==> config.mk <==
export PLATFORM = sky130hd
export DESIGN_NAME = opp_merge
export DESIGN_NICKNAME = d
export VERILOG_FILES = /design/src/rtl/omrg_pkg.sv /design/src/rtl/omrg_select.sv /design/src/rtl/omrg_ack_cell.sv /design/src/rtl/omrg_ctrl.sv /design/src/rtl/opp_merge.sv
export SDC_FILE = /design/constraint.sdc
export NUM_CORES = 1
export LEC_CHECK = 0
export BUFFER_PORTS_ARGS = -buffer_cell sky130_fd_sc_hd__buf_4
export CAP_MARGIN = 30
export CELL_PAD_IN_SITES_DETAIL_PLACEMENT = 0
export CELL_PAD_IN_SITES_GLOBAL_PLACEMENT = 2
export CORE_AREA = 3 3 40 42
export CTS_BUF_LIST = sky130_fd_sc_hd__clkbuf_2
export DETAILED_ROUTE_END_ITERATION = 12
export DIE_AREA = 0 0 43 45
export PLACE_DENSITY_LB_ADDON = 0.05
export SETUP_SLACK_MARGIN = 0.15
export SLEW_MARGIN = 20
export SYNTH_ARGS = -nofsm -noshare
export SYNTH_HDL_FRONTEND = slang
export SYNTH_HIERARCHICAL = 1
export SYNTH_SLANG_ARGS = --single-unit
==> constraint.sdc <==
create_clock -name clk -period 2.1 [get_ports clk]
set_input_delay 0.42 -clock clk [delete_from_list [all_inputs] [get_ports clk]]
set_output_delay 0.42 -clock clk [all_outputs]
set_load 0.02 [all_outputs]
==> src/rtl/omrg_pkg.sv <==
// Shared types for the opportunistic merger.
package omrg_pkg;
    // Output handshake phase of the controller.
    typedef enum logic [1:0] {
        PH_IDLE     = 2'd0,
        PH_WAIT_ACK = 2'd1,
        PH_WAIT_REL = 2'd2
    } phase_t;

    localparam int NUM_CLIENTS = 2;
endpackage

==> src/rtl/omrg_select.sv <==
// Chooses which pending clients join the next output transaction.
// Assumes pend bits are already masked by outstanding acknowledgements.
// ALLOW_BUNDLE=1: every pending client joins. ALLOW_BUNDLE=0: a tie is
// broken by pref_b (1 selects client b).
module omrg_select #(
    parameter bit ALLOW_BUNDLE = 1'b1,
    parameter int NCL          = omrg_pkg::NUM_CLIENTS
) (
    input  logic [NCL-1:0] pend,
    input  logic           pref_b,
    output logic [NCL-1:0] sel
);
    generate
        if (ALLOW_BUNDLE) begin : g_bundle
            // Bundle everything that is pending.
            always_comb sel = pend;
        end else begin : g_single
            // Serve one client; round-robin on a tie.
            always_comb begin
                sel = pend;
                if (&pend) sel = pref_b ? 2'b10 : 2'b01;
            end
        end
    endgenerate
endmodule

==> src/rtl/omrg_ack_cell.sv <==
// One client's acknowledgement register.
// Sets when the service grants a transaction this client belongs to.
// Clears once the client's request has been seen low (four-phase return).
module omrg_ack_cell (
    input  logic clk,
    input  logic rst_n,
    input  logic grant,
    input  logic member,
    input  logic req,
    output logic ack
);
    // Set on grant for a member, clear after the request is withdrawn.
    always_ff @(posedge clk) begin
        if (!rst_n)                ack <= 1'b0;
        else if (grant && member)  ack <= 1'b1;
        else if (ack && !req)      ack <= 1'b0;
    end
endmodule

==> src/rtl/omrg_ctrl.sv <==
// Output handshake controller. It issues out_req when something is
// selected and every acknowledgement is back at 0. It latches the
// selection as the transaction's membership and pulses grant when the
// service acknowledges. It also keeps the round-robin preference bit.
module omrg_ctrl #(
    parameter bit RR_INIT = 1'b0,
    parameter int NCL     = omrg_pkg::NUM_CLIENTS
) (
    input  logic           clk,
    input  logic           rst_n,
    input  logic [NCL-1:0] sel,
    input  logic           any_ack,
    input  logic           out_ack,
    output logic           out_req,
    output logic           grant,
    output logic [NCL-1:0] members,
    output logic           pref_b
);
    import omrg_pkg::*;

    phase_t phase;
    logic   issue;

    // Start a transaction only from idle with all handshakes returned.
    assign issue   = (phase == PH_IDLE) && (|sel) && !any_ack && !out_ack;
    assign grant   = (phase == PH_WAIT_ACK) && out_ack;
    assign out_req = (phase == PH_WAIT_ACK);

    // Phase sequencing of the output four-phase handshake.
    always_ff @(posedge clk) begin
        if (!rst_n) phase <= PH_IDLE;
        else begin
            case (phase)
                PH_IDLE:     if (issue)    phase <= PH_WAIT_ACK;
                PH_WAIT_ACK: if (out_ack)  phase <= PH_WAIT_REL;
                PH_WAIT_REL: if (!out_ack) phase <= PH_IDLE;
                default:                   phase <= PH_IDLE;
            endcase
        end
    end

    // Capture the membership of the transaction being issued.
    always_ff @(posedge clk) begin
        if (!rst_n)     members <= '0;
        else if (issue) members <= sel;
    end

    // Move preference away from a client served alone.
    always_ff @(posedge clk) begin
        if (!rst_n)                     pref_b <= RR_INIT;
        else if (issue && sel == 2'b01) pref_b <= 1'b1;
        else if (issue && sel == 2'b10) pref_b <= 1'b0;
    end
endmodule

==> src/rtl/opp_merge.sv <==
// Top of the opportunistic merger: two client four-phase channels onto
// one service channel. Assumes hazard-free client handshakes.
module opp_merge #(
    parameter bit ALLOW_BUNDLE = 1'b1,
    parameter bit RR_INIT      = 1'b0
) (
    input  logic clk,
    input  logic rst_n,
    input  logic req_a_i,
    output logic ack_a_o,
    input  logic req_b_i,
    output logic ack_b_o,
    output logic out_req_o,
    input  logic out_ack_i
);
    localparam int NCL = omrg_pkg::NUM_CLIENTS;

    logic [NCL-1:0] req_v, ack_v, pend, sel, members;
    logic           grant, pref_b;

    assign req_v = {req_b_i, req_a_i};
    assign pend  = req_v & ~ack_v;

    omrg_select #(.ALLOW_BUNDLE(ALLOW_BUNDLE), .NCL(NCL)) u_sel (
        .pend(pend), .pref_b(pref_b), .sel(sel)
    );

    omrg_ctrl #(.RR_INIT(RR_INIT), .NCL(NCL)) u_ctrl (
        .clk(clk), .rst_n(rst_n), .sel(sel), .any_ack(|ack_v),
        .out_ack(out_ack_i), .out_req(out_req_o), .grant(grant),
        .members(members), .pref_b(pref_b)
    );

    generate
        for (genvar i = 0; i < NCL; i++) begin : g_ack
            omrg_ack_cell u_cell (
                .clk(clk), .rst_n(rst_n), .grant(grant),
                .member(members[i]), .req(req_v[i]), .ack(ack_v[i])
            );
        end
    endgenerate

    assign ack_a_o = ack_v[0];
    assign ack_b_o = ack_v[1];
endmodule

==> run summary <==
routed via count divided by cell count -> 4.212
buffer levels on the longest clock path -> 2
relative contribution of combinational cells to total power -> 0.128
placed wire-length estimate after detailed placement -> 459.1 um
width of the die -> 43 um
hold buffer count at cts -> 0
routed wire length per instance -> 11.17 um
GRT Util Overall -> 0.07577
clk_lat worst skew -> 0.22 ns
beginning of the worst register-to-register path -> g_ack[0].u_cell/ack
CTS tree -> yes
total overflow reported by the global router -> 0
Peak VDD IR -> 0.2435 mV
sink count of the clock tree -> 6
Static Leak -> 0.1561 nW
final cycle utilization of the critical path -> 0.6845
deepest level of the CTS H-tree -> 1
run status -> complete, no violations
share of final-layout standard cells stronger than drive strength 1 -> 0.3243
Worst Path Max Fanout -> 4
netlist area before placement -> 277.8 um^2
count of synthesis-stage warnings from yosys -> 6
pin count of the biggest net entering global routing -> 9
Std-Cell Rows -> 13
weighted congestion at the end of routability-driven global placement -> 0.6635
clock skew -> 0.002846 ns
syn nets -> 34
clock edge transition at the registers on the reported setup and hold paths -> 0.06 ns
post-cts resize count -> 0
I/O pin total -> 8
number of buffers added by the clock tree synthesis step -> 3
Total Negative Setup Slacks -> 0 ns
router iterations before antenna repair -> 2
number of filler cells placed in the layout -> 153
total placed instance area -> 334.1 um^2
critical path startpoint -> g_ack[0].u_cell/ack
hold path startpoint -> out_ack_i
count of final max-slew check failures -> 0
RSZ-0062 raised after global routing -> no
initial antenna violation count -> 0
worst path arrival time -> 1.58 ns
endpoints failing setup -> 0
Seq. cell area -> 120.1 um^2
minimum period implied by the final worst setup slack -> 1.437 ns
critical path capture point type -> flip-flop
number of routed nets with antenna violations -> 0
Slew Limit Headroom -> 0.6269
startpoint-to-endpoint class of the critical path -> flip-flop to flip-flop
number of remaining DRC errors -> 0
Critical Path Start Type -> flip-flop
multi-input gate area in the final layout -> 142.6 um^2
hold violation count in the final report -> 0
Port Buf Inserts -> 7
final design area excluding fillers -> 349.1 um^2
vias in the first global route -> 226
synthesized instance count -> 29
die height -> 45 um
Detailed Route WL -> 581 um
first-pass GRT wire length -> 966 um
average instance area after synthesis -> 9.578 um^2
Setup Fix Bufs, Post-CTS -> 0
area of the die -> 1935 um^2
Detailed Route Iter0 Violations -> 3
power share of the sequential group -> 0.526
CTS root buffer -> sky130_fd_sc_hd__clkbuf_2
Antenna diodes -> 0
fraction of power consumed by the clock network -> 0.346
worst endpoint required time -> 2.25 ns
Worst Tran Pin Value -> 0.5545 ns
initial core utilization -> 0.2162
net switching fraction of the power -> 0.2526
switching power of the nets -> 58.82 uW
total via count in the routed design -> 219
class of the most critical hold timing path -> input port to flip-flop
Post-layout nets -> 44
area delta synth->final -> 25.68%
core region area -> 1285 um^2
internal power -> 174.0 uW
Cell Pwr Density -> 667.0 nW/um^2
Max Clock Freq -> 0.6957 GHz
Max Cap Viol -> 0
-- final timing paths --
kind | endpoint | slack, ns | depth (start not counted)
worst max register to register | u_ctrl/members[1] | 0.66 | 4
worst min register to register | u_ctrl/members[1] | 0.46 | 2
worst min-delay path | u_ctrl/phase[0] | 0.39 | 2
worst max-delay path | u_ctrl/members[1] | 0.66 | 4
-- placed cells by master, fill, tap and decap left out --
| master | instances |
|---|---|
| sky130_fd_sc_hd__mux2i_1 | 2 |
| sky130_fd_sc_hd__and2b_2 | 2 |
| sky130_fd_sc_hd__o21bai_1 | 1 |
| sky130_fd_sc_hd__buf_4 | 7 |
| sky130_fd_sc_hd__dfxtp_1 | 6 |
| sky130_fd_sc_hd__and3_1 | 1 |
| sky130_fd_sc_hd__clkbuf_2 | 3 |
| sky130_fd_sc_hd__a22oi_1 | 2 |
| sky130_fd_sc_hd__nor4_1 | 1 |
| sky130_fd_sc_hd__xor2_1 | 1 |
| sky130_fd_sc_hd__and2_1 | 1 |
| sky130_fd_sc_hd__nand2_1 | 4 |
| sky130_fd_sc_hd__nor4b_1 | 1 |
| sky130_fd_sc_hd__or2_1 | 1 |
| sky130_fd_sc_hd__nor2b_1 | 4 |
-- final cells by class --
type	instances	area share
timing repair buffer	7	0.1505
sequential	6	0.3441
clock buffer	3	0.04301
multi-input combinational	21	0.4086
tap	15	0.05376
-- registers in the layout (all words and copies together) (netlist names) --
register,count
g_ack.u_cell/ack,2
u_ctrl/members,2
u_ctrl/phase,2
-- power groups by stage --
stage / clock network [mW] / logic [mW] / registers [mW]
detailed placement: 0 / 0.0303 / 0.125
floorplan: 0 / 0.0194 / 0.124
global route: 0.0951 / 0.0328 / 0.123
CTS: 0.0873 / 0.0304 / 0.123
finish: 0.0805 / 0.0297 / 0.123
global placement: 0 / 0.0301 / 0.125
-- worst max-delay path, stage by stage, from the launching register on --
cell,delay [ns]
sky130_fd_sc_hd__dfxtp_1,0.32
sky130_fd_sc_hd__or2_1,0.21
sky130_fd_sc_hd__o21bai_1,0.16
sky130_fd_sc_hd__nor4_1,0.43
sky130_fd_sc_hd__mux2i_1,0.24
-- per-layer routing --
| metal | routed length (um) | track usage |
|---|---|---|
| met5 | 0 | 0 |
| met4 | 13 | 0.05422 |
| met3 | 33 | 0.05976 |
| met2 | 248 | 0.09880 |
| met1 | 286 | 0.08193 |
-- per-stage QoR --
step | std cells | util | setup WS (ns) | hold slack, ns | total power, mW
finish | 52 | 0.2717 | 0.6626 | 0.3867 | 0.2328
detailed placement | 49 | 0.2600 | 0.5617 | 0.4558 | 0.1555
floorplan | 29 | - | 0.7111 | 0.4352 | 0.1439
CTS | 52 | 0.2717 | 0.6367 | 0.3729 | 0.2403
global route | 52 | 0.2717 | 0.5056 | 0.3728 | 0.2512
global placement | 49 | 0.2600 | 0.5321 | 0.4571 | 0.1552
Power figures use the tool's default switching activity.
